===== config.mk =====
export PLATFORM = sky130hd
export DESIGN_NAME = dac_cmd_bank
export DESIGN_NICKNAME = d
export VERILOG_FILES = /design/src/rtl/dac_cmd_pkg.sv /design/src/rtl/dac_cmd_regs.sv /design/src/rtl/dac_cmd_serialiser.sv /design/src/rtl/dac_cmd_bank.sv
export SDC_FILE = /design/constraint.sdc
export NUM_CORES = 1
export LEC_CHECK = 0
export ABC_AREA = 1
export BUFFER_PORTS_ARGS = -buffer_cell sky130_fd_sc_hd__clkbuf_2
export CAP_MARGIN = 20
export CORE_ASPECT_RATIO = 2
export CORE_MARGIN = 10
export CORE_UTILIZATION = 39
export CTS_CLUSTER_SIZE = 16
export DETAILED_ROUTE_END_ITERATION = 8
export PLACE_DENSITY = 0.63
export REMOVE_ABC_BUFFERS = 1
export SYNTH_ARGS = -nofsm -noshare
export SYNTH_HDL_FRONTEND = slang
export SYNTH_SLANG_ARGS = --single-unit

===== constraint.sdc =====
create_clock -name clk -period 1.6 [get_ports clk]
set_input_delay 0.32 -clock clk [delete_from_list [all_inputs] [get_ports clk]]
set_output_delay 0.32 -clock clk [all_outputs]
set_load 0.1 [all_outputs]

===== src/rtl/dac_cmd_pkg.sv =====
package dac_cmd_pkg;
   // Code returned by the command register while a frame is pending or in flight.
   localparam int CMD_BUSY_CODE = 1;

   // Frame length in system clock cycles.
   function automatic int frame_cycles(input int word_w, input int clk_div);
      return word_w * clk_div;
   endfunction
endpackage


===== src/rtl/dac_cmd_regs.sv =====
module dac_cmd_regs #(
   parameter int BYTE_W    = 8,
   parameter int WORD_W    = 16,
   parameter int ADDR_W    = 2,
   parameter int BUSY_CODE = 1
) (
   input  logic              clk,
   input  logic              rst,
   input  logic [ADDR_W-1:0] addr,
   input  logic [BYTE_W-1:0] wdata,
   input  logic              wr,
   input  logic              done,
   output logic [WORD_W-1:0] word,
   output logic              start,
   output logic              busy,
   output logic [BYTE_W-1:0] rdata
);
   localparam int NBYTES    = WORD_W / BYTE_W;
   localparam int LOAD_ADDR = NBYTES;

   logic [NBYTES-1:0][BYTE_W-1:0] byte_vec;
   logic load_q;
   logic start_q;
   logic accept;

   if (BUSY_CODE == 0) begin : g_bad_code
      $error("BUSY_CODE must be nonzero");
   end

   assign accept = wr && (int'(addr) == LOAD_ADDR) && !load_q;

   for (genvar k = 0; k < NBYTES; k++) begin : g_byte
      logic [BYTE_W-1:0] q;
      always_ff @(posedge clk) begin
         if (rst) q <= '0;
         else if (wr && int'(addr) == k) q <= wdata;
      end
      assign byte_vec[k] = q;
      // byte 0 is the most significant byte of the word
      assign word[WORD_W-1-k*BYTE_W -: BYTE_W] = q;
   end

   always_ff @(posedge clk) begin
      if (rst) begin
         load_q  <= 1'b0;
         start_q <= 1'b0;
      end else begin
         start_q <= accept;
         if (accept) load_q <= 1'b1;
         else if (done) load_q <= 1'b0;
      end
   end

   always_comb begin
      rdata = '0;
      for (int k = 0; k < NBYTES; k++) begin
         if (int'(addr) == k) rdata = byte_vec[k];
      end
      if (int'(addr) == LOAD_ADDR) rdata = load_q ? BYTE_W'(BUSY_CODE) : '0;
   end

   assign start = start_q;
   assign busy  = load_q;

   // a launch only comes out of an idle register
   p_start_from_idle_r9: assert property (@(posedge clk) disable iff (rst)
      start |-> (busy && !$past(busy)));
   // completion from the serialiser clears the command register
   p_done_clears_r7: assert property (@(posedge clk) disable iff (rst)
      done |=> !busy);
   // busy is not dropped by anything but completion
   p_busy_holds_r9: assert property (@(posedge clk) disable iff (rst)
      (busy && !done) |=> busy);
endmodule


===== src/rtl/dac_cmd_serialiser.sv =====
module dac_cmd_serialiser #(
   parameter int WORD_W  = 16,
   parameter int CLK_DIV = 2
) (
   input  logic              clk,
   input  logic              rst,
   input  logic              start,
   input  logic [WORD_W-1:0] word,
   output logic              frame,
   output logic              sclk,
   output logic              sdata,
   output logic              done
);
   localparam int HALF  = CLK_DIV / 2;
   localparam int BIT_W = $clog2(WORD_W);

   logic              frame_q;
   logic              sclk_q;
   logic [WORD_W-1:0] shift_q;
   logic [BIT_W-1:0]  bit_q;
   logic              tick;
   logic              last_bit;

   assign last_bit = (bit_q == BIT_W'(WORD_W - 1));

   if (HALF == 1) begin : g_nodiv
      assign tick = frame_q;
   end else begin : g_div
      localparam int PH_W = $clog2(HALF);
      logic [PH_W-1:0] ph_q;
      always_ff @(posedge clk) begin
         if (rst || !frame_q) ph_q <= '0;
         else if (ph_q == PH_W'(HALF - 1)) ph_q <= '0;
         else ph_q <= ph_q + 1'b1;
      end
      assign tick = frame_q && (ph_q == PH_W'(HALF - 1));
   end

   assign done = tick && sclk_q && last_bit;

   always_ff @(posedge clk) begin
      if (rst) begin
         frame_q <= 1'b0;
         sclk_q  <= 1'b0;
         shift_q <= '0;
         bit_q   <= '0;
      end else if (start && !frame_q) begin
         frame_q <= 1'b1;
         sclk_q  <= 1'b0;
         shift_q <= word;
         bit_q   <= '0;
      end else if (tick) begin
         sclk_q <= ~sclk_q;
         if (sclk_q) begin
            shift_q <= {shift_q[WORD_W-2:0], 1'b0};
            if (last_bit) begin
               frame_q <= 1'b0;
               bit_q   <= '0;
            end else begin
               bit_q <= bit_q + 1'b1;
            end
         end
      end
   end

   assign frame = frame_q;
   assign sclk  = sclk_q & frame_q;
   assign sdata = shift_q[WORD_W-1];

   // no serial clock outside a frame
   p_sclk_idle_r6: assert property (@(posedge clk) disable iff (rst)
      !frame |-> !sclk);
   // data is settled at the sampling edge
   p_data_at_rise_r5: assert property (@(posedge clk) disable iff (rst)
      $rose(sclk) |-> $stable(sdata));
   // data holds while the serial clock is high
   p_data_hold_high_r5: assert property (@(posedge clk) disable iff (rst)
      (sclk && $past(sclk)) |-> $stable(sdata));
   // the register bank never launches into a running frame
   p_start_idle_r4: assert property (@(posedge clk) disable iff (rst)
      start |-> !frame);
endmodule


===== src/rtl/dac_cmd_bank.sv =====
module dac_cmd_bank #(
   parameter int SYS_HZ      = 30_000_000,
   parameter int SCLK_MAX_HZ = 30_000_000,
   parameter int WORD_W      = 16,
   parameter int BYTE_W      = 8,
   parameter int CLK_DIV     = 2,
   parameter int ADDR_W      = 2
) (
   input  logic              clk,
   input  logic              rst,
   input  logic [ADDR_W-1:0] reg_addr,
   input  logic [BYTE_W-1:0] reg_wdata,
   input  logic              reg_wr,
   output logic [BYTE_W-1:0] reg_rdata,
   output logic [WORD_W-1:0] word_out,
   output logic              start_pulse,
   output logic              busy,
   output logic              ser_data,
   output logic              ser_clk,
   output logic              ser_frame
);
   import dac_cmd_pkg::*;

   localparam int NBYTES   = WORD_W / BYTE_W;
   localparam int MIN_ADDR = $clog2(NBYTES + 1);
   localparam int FRAME_CY = frame_cycles(WORD_W, CLK_DIV);

   if (WORD_W % BYTE_W != 0 || NBYTES < 2) begin : g_bad_word
      $error("WORD_W must be a multiple of BYTE_W, at least two bytes");
   end
   if (CLK_DIV < 2 || (CLK_DIV % 2) != 0) begin : g_bad_div
      $error("CLK_DIV must be even and at least 2");
   end
   if (SYS_HZ / CLK_DIV > SCLK_MAX_HZ) begin : g_bad_rate
      $error("serial clock would exceed SCLK_MAX_HZ");
   end
   if (ADDR_W < MIN_ADDR) begin : g_bad_addr
      $error("ADDR_W too narrow for the register map");
   end
   if (FRAME_CY < 2) begin : g_bad_frame
      $error("frame length too short");
   end

   logic done;

   dac_cmd_regs #(
      .BYTE_W(BYTE_W), .WORD_W(WORD_W), .ADDR_W(ADDR_W), .BUSY_CODE(CMD_BUSY_CODE)
   ) u_regs (
      .clk(clk), .rst(rst), .addr(reg_addr), .wdata(reg_wdata), .wr(reg_wr),
      .done(done), .word(word_out), .start(start_pulse), .busy(busy),
      .rdata(reg_rdata)
   );

   dac_cmd_serialiser #(
      .WORD_W(WORD_W), .CLK_DIV(CLK_DIV)
   ) u_ser (
      .clk(clk), .rst(rst), .start(start_pulse), .word(word_out),
      .frame(ser_frame), .sclk(ser_clk), .sdata(ser_data), .done(done)
   );

   // the strobe follows the launch pulse by one cycle
   p_launch_frame_r4: assert property (@(posedge clk) disable iff (rst)
      start_pulse |=> ser_frame);
   // a frame never runs outside the busy window
   p_frame_in_busy_r7: assert property (@(posedge clk) disable iff (rst)
      ser_frame |-> busy);
   // busy and strobe fall together
   p_end_together_r7: assert property (@(posedge clk) disable iff (rst)
      $fell(ser_frame) |-> !busy);
endmodule


==> results.cfg, run 1 <==
[yosys]
synthCells = 250
synthFlopType = dfxtp_1
ys_seq_area_share_pct = 45.1
ys_ff_latch = 40
netlist_top_cells_area = dfxtp_1 (45%), nor2_1 (10%), nand2_1 (9.5%)
synth_edf_count = 0
yosysTopAreaCell = dfxtp_1
synth_area_mm2 = 0.00178
async_flop_share_pct = 0
synth.distinct_cells = 24
avgSynthCellArea_um2 = 7.10
yosys.area.top_type_share_pct = 45.1
yosys_warnings = 0

[timing]
drv_slew = 0
setup_slack_ns = 0.0313
finalHoldViolCount = 0
setup_viol = 0
whs_ns = 0.301
fin_skew_ns = 0.00465
fmax_mhz = 637
period_minus_slack_ns = 1.57
tightest_slew_ns = 0.551
final.setup.tns_ns = 0
post-route-period-util_pct = 98.0
rsz0062_at_grt = yes
maxSlewHeadroom_pct = 63.4

[power]
p_total_uw = 2320
irDropWorstVdd_mv = 0.693
leakage_uw = 0.000982
p_per_area_mw_per_mm2 = 1010

[placement]
globalplace.congestion = 0.825
portBuffers = 41
dp_worst_setup_slack_ns = -0.0126
hpwl_mm = 3.47

[clocking]
cts_resized = 2
cts_made_buffers = 5
holdBufCountCts = 0
root_buffer = clkbuf_8
numClockSinks = 40
cts_tree = done
insertion_delay_ns = 0.29
clk_pin_slew_ns = 0.07
post_cts_buffers = 0
h-tree-depth = 2
ctsLongestPathBuffers = 2

[worst_setup_path]
path_max_fanout = 3
slowest_delay_ns = 0.26
start_kind = input pin
crit_path_end = reg_rdata[1]
r2r_cells = 5
crit_start = reg_addr[1]
crit_slowest_cell = o22ai_1
r2r_end = u_ser.shift_q[11]
path_class = in2out
endpoint_kind = output pin
reg2reg_from = u_ser.frame
crit_required_ns = 1.28
r2r_slack_ns = 0.38
crit_arrival_ns = 1.25
cp_cell_sequence = clkbuf_2, inv_1, nand2_1, buf_4, o22ai_1, buf_12

[global_route]
grt_max_degree = 30
grt_remaining_overflow = 0
grtUsageMet2_pct = 22.9
grt_pass1_vias = 1712
grt_pass1_wl_mm = 8.01
met1_usage_pct = 13.8
grt_usage_pct = 12.9
antenna_found_initial = 0
grt_busiest_layer = met2
use_met3_pct = 3.58

[cells_and_area]
area_delta_synth_final_pct = 30.0
num-nets-final = 310
antennaDiodeCount = 0
layout-drive-gt1-share_pct = 22.6
fillCellCount = 451

[routing]
ant_nets = 0
vias_per_cell = 4.95
first_iter_violations = 51
routed_wl_mm = 4.68
wl_per_cell_um = 13.3
vias = 1737
first_pass_iters = 4
drc = 0

[floorplan]
start_util_pct = 40.5
placementRows = 34
io_pins = 42
coreArea_mm2 = 0.00438
die_w_um = 67.7
die_area_mm2 = 0.00782
floorplan.die.height_um = 115

[outcome]
status = finished, final reports clean

[worst_hold_path]
hold_path.class = in2reg
holdPathStages = 3

[flow_run]
maxCapViolations = 0
[worst min path at each step]
stage | startpoint | endpoint | slack (ns)
floorplan | rst | u_regs.g_byte[0].q[0] | 0.39
global placement | u_ser.bit_q[1] | u_ser.bit_q[1] | 0.47
detailed placement | u_ser.bit_q[1] | u_ser.bit_q[1] | 0.48
CTS | reg_wdata[0] | u_regs.g_byte[0].q[0] | 0.30
global route | reg_wdata[0] | u_regs.g_byte[0].q[0] | 0.32
finish | reg_wdata[0] | u_regs.g_byte[0].q[0] | 0.30
[state kept, by name, indices dropped and copies added, names as in the netlist]
| signal | flops |
|---|---|
| u_ser.shift_q | 16 |
| u_regs.start | 1 |
| u_regs.g_byte.q | 16 |
| u_ser.sclk_q | 1 |
| u_regs.busy | 1 |
| u_ser.bit_q | 4 |
| u_ser.frame | 1 |
[cell usage after synthesis, types with 2 or more instances]
master,n
a21oi_1,21
buf_4,3
buf_6,4
clkbuf_1,2
dfxtp_1,40
inv_1,27
nand2_1,45
nand2_2,2
nand2_4,2
nand3_1,6
nor2_1,48
o21ai_0,28
o21ai_1,5
o22ai_1,7
[cells in the final DEF, fill, tap and decap left out, drive strengths merged]
master | synthesis | layout
nand4 | 1 | 1
o211ai | 1 | 1
and2 | 1 | 1
a21oi | 21 | 21
clkinv | 0 | 1
clkbuf | 3 | 34
o22ai | 7 | 7
nor2 | 49 | 49
inv | 28 | 28
nand2 | 49 | 49
nor3 | 1 | 1
dfxtp | 40 | 40
nand3b | 1 | 1
ha | 1 | 1
buf | 7 | 21
bufinv | 0 | 1
nand3 | 7 | 7
o21ai | 33 | 33
[per-layer routing]
layer | share of wire [%] | vias up
li1 | - | 891
met1 | 39 | 806
met2 | 54 | 34
met3 | 5.5 | 6
met4 | 1.5 | 0
met5 | 0 | -
[report_power, final]
part / internal (uW) / switching, uW
clock network: 463 / 338
logic: 110 / 358
registers: 1030 / 21.9
total: 1610 / 718
[logic make-up (layout without fill, tap and decap cells)]
family	Yosys count	count (layout)	synth area share, %
AOI/OAI and AO/OA	62	62	18.1
DFF	40	40	45.1
adders and majority gates	1	1	0.705
and+or+nand+nor	109	109	25.7
buffers and inverters	38	85	10.4
[final cells by class]
class                           instances  area [um2]  area share, %
Tap cell                               54        67.6           2.93
Sequential cell                        40         802           34.8
Timing Repair Buffer                   49         423           18.3
Clock inverter                          2        35.0           1.52
Clock buffer                            6        72.6           3.15
Inverter                               28         105           4.56
Multi-Input combinational cell        172         802           34.8
[per-stage QoR]
| stage | std cells | cell area (um2) | util (%) |
|---|---|---|---|
| finish | 351 | 2310 | 52.7 |
| global route | 351 | 2310 | 52.7 |
| CTS | 351 | 2300 | 52.5 |
| detailed placement | 343 | 2190 | 49.9 |
| global placement | 343 | 2190 | 49.9 |
| floorplan | 240 | 1700 | - |
[critical path: cells and delay by family]
| family | cells | cell delay (ns) |
|---|---|---|
| buffers and inverters | 4 | 0.56 |
| AOI/OAI and AO/OA | 1 | 0.26 |
| and+or+nand+nor | 1 | 0.10 |
No activity file was read; power rests on OpenSTA's default activity.
==> inputs of run 2 (changes only) <==
--- a/config.mk
+++ b/config.mk
@@ -13,8 +13,9 @@
 export CORE_UTILIZATION = 39
 export CTS_CLUSTER_SIZE = 16
 export DETAILED_ROUTE_END_ITERATION = 8
-export PLACE_DENSITY = 0.63
+export PLACE_DENSITY = 0.62
 export REMOVE_ABC_BUFFERS = 1
 export SYNTH_ARGS = -nofsm -noshare
 export SYNTH_HDL_FRONTEND = slang
+export SYNTH_HIERARCHICAL = 1
 export SYNTH_SLANG_ARGS = --single-unit
==> results.cfg, run 2 <==
[floorplan]
coreArea_mm2 = 0.00509
start_util_pct = 39.7
floorplan.die.height_um = 122
io_pins = 42
die_w_um = 70.9
die_area_mm2 = 0.00864
placementRows = 37

[routing]
first_pass_iters = 4
drc = 0
wl_per_cell_um = 13.4
routed_wl_mm = 5.39
ant_nets = 0
vias_per_cell = 4.97
first_iter_violations = 64
vias = 2003

[worst_setup_path]
path_max_fanout = 8
r2r_slack_ns = 0.40
start_kind = input pin
endpoint_kind = output pin
crit_arrival_ns = 1.24
r2r_end = u_ser/shift_q[2]
crit_required_ns = 1.28
r2r_cells = 6
path_class = in2out
reg2reg_from = u_ser/frame

[timing]
post-route-period-util_pct = 97.5
period_minus_slack_ns = 1.56
fmax_mhz = 641
whs_ns = 0.265
maxSlewHeadroom_pct = 63.6
tightest_slew_ns = 0.549
final.setup.tns_ns = 0
setup_viol = 0
finalHoldViolCount = 0
fin_skew_ns = 0.00288
setup_slack_ns = 0.0393
drv_slew = 0

[cells_and_area]
seqCellArea_um2 = 803
fillCellCount = 525
layout_common_cells = nand3_1 (55), nand2_1 (52), dfxtp_1 (38)
reg_top3 = u_regs/g_byte.q x16, u_ser/shift_q x16, u_ser/bit_q x4
final_common_cell = nand3_1
layout-drive-gt1-share_pct = 23.5
num-nets-final = 358
fin_util_pct = 51.7
area_delta_synth_final_pct = 30.3
antennaDiodeCount = 0
multi_input_area_um2 = 936

[placement]
hpwl_mm = 4.05
portBuffers = 41
dp_worst_setup_slack_ns = -0.0323
globalplace.congestion = 0.821

[yosys]
synthFlopType = dfxtp_1
synth-adder-area-share_pct = 0.619
synth_top_family_by_area = simple AND/OR/NAND/NOR gates
yosysTopAreaCell = dfxtp_1
synth_common_cells = nand3_1 (55), nand2_1 (53), dfxtp_1 (40)
netlist_top_cells_area = dfxtp_1 (40%), nand3_1 (14%), nand2_1 (9.8%)
avgSynthCellArea_um2 = 6.94
async_flop_share_pct = 0
muxShareOfSynthArea_pct = 0
synth.distinct_cells = 25
synthCells = 291
post_synth_xor_area_fraction_pct = 0.433
yosys.area_share.simple_pct = 35.7
yosys.area.top_type_share_pct = 39.6
yosysMostFrequentCell = nand3_1
synth_area_mm2 = 0.00202
yosys_warnings = 6
ys_ff_latch = 40
ys_seq_area_share_pct = 39.6
synth_edf_count = 0
synth-compound-area-share_pct = 9.41

[clocking]
root_buffer = clkbuf_8
cts_made_buffers = 5
cts_tree = done
h-tree-depth = 2
numClockSinks = 40
insertion_delay_ns = 0.29
ctsLongestPathBuffers = 2
clk_pin_slew_ns = 0.07

[outcome]
status = finished, final reports clean

[global_route]
grt_pass1_wl_mm = 9.20
grt_pass1_vias = 2059
grt_usage_pct = 12.6
grt_remaining_overflow = 0
antenna_found_initial = 0
grt_max_degree = 24

[worst_hold_path]
hp-start = reg_wdata[0]
holdPathStages = 3
worst_hold_path.endpoint = u_regs/g_byte[1].q[0]
hold_path.class = in2reg

[power]
leakage_uw = 0.00122
irDropWorstVdd_mv = 0.448
p_per_area_mw_per_mm2 = 858

[flow_run]
maxCapViolations = 0
## run 2: layout make-up
class	instances	area share [%]
Inverter	39	5.66
Tap cell	58	2.76
Timing Repair Buffer	62	22.1
Multi-Input combinational cell	196	35.6
Clock buffer	8	3.42
Sequential cell	40	30.5
## run 2: critical path: stages
cell and delay [ns]:
clkbuf_2 0.10, buf_6 0.12, nor2_4 0.13, buf_12 0.13, nand2_1 0.05, o211ai_1 0.13, clkbuf_16 0.26
## run 2: where the power goes
group	switching, uW	total [uW]	internal [uW]
Combinational	371	512	141
Clock	341	693	352
Sequential	28.0	1050	1030
Total	740	2260	1520
## run 2: logic make-up after synthesis
logic type | Yosys count
AO/OA/AOI/OAI | 37
XOR/XNOR | 1
adder cells (fa/ha/maj) | 1
buffers and inverters | 55
flip-flops | 40
AND/OR/NAND/NOR | 157
## run 2: worst max-delay path by stage
stage | startpoint | depth (start not counted) | slack, ns | endpoint
2_1_floorplan | u_regs/g_byte[1].q[1] | 2 | -1.98 | reg_rdata[1]
3_3_place_gp | reg_addr[0] | 4 | -0.02 | reg_rdata[1]
3_5_place_dp | reg_addr[1] | 5 | -0.03 | reg_rdata[6]
4_1_cts | reg_addr[1] | 5 | -0.04 | reg_rdata[6]
5_1_grt | reg_addr[1] | 7 | -0.03 | reg_rdata[0]
6_report | reg_addr[1] | 7 | 0.04 | reg_rdata[0]
## run 2: per-layer routing
layer  vias up  global-route usage [%]  part of all wire, %  wire, um
li1       1030                       -                    -         -
met3         9                    2.93                  3.9       211
met5         -                       0                    0         0
met4         0                    5.60                  2.2       121
met2        42                    24.3                   56      3030
met1       922                    12.1                   38      2030
## run 2: stage by stage
stage | total power [uW] | std cells | area, um2
floorplan | 1400 | 275 | 1880
global placement | 1570 | 391 | 2480
detailed placement | 1570 | 391 | 2480
CTS | 2260 | 399 | 2570
global route | 2350 | 403 | 2630
finish | 2260 | 403 | 2630
## run 2: timing repair
action,CTS,global route
setup buffers,0,3
pin swaps,0,2
hold buffers,0,0
gates cloned,0,1
endpoints found under the setup margin,7,8
resized for setup,1,11
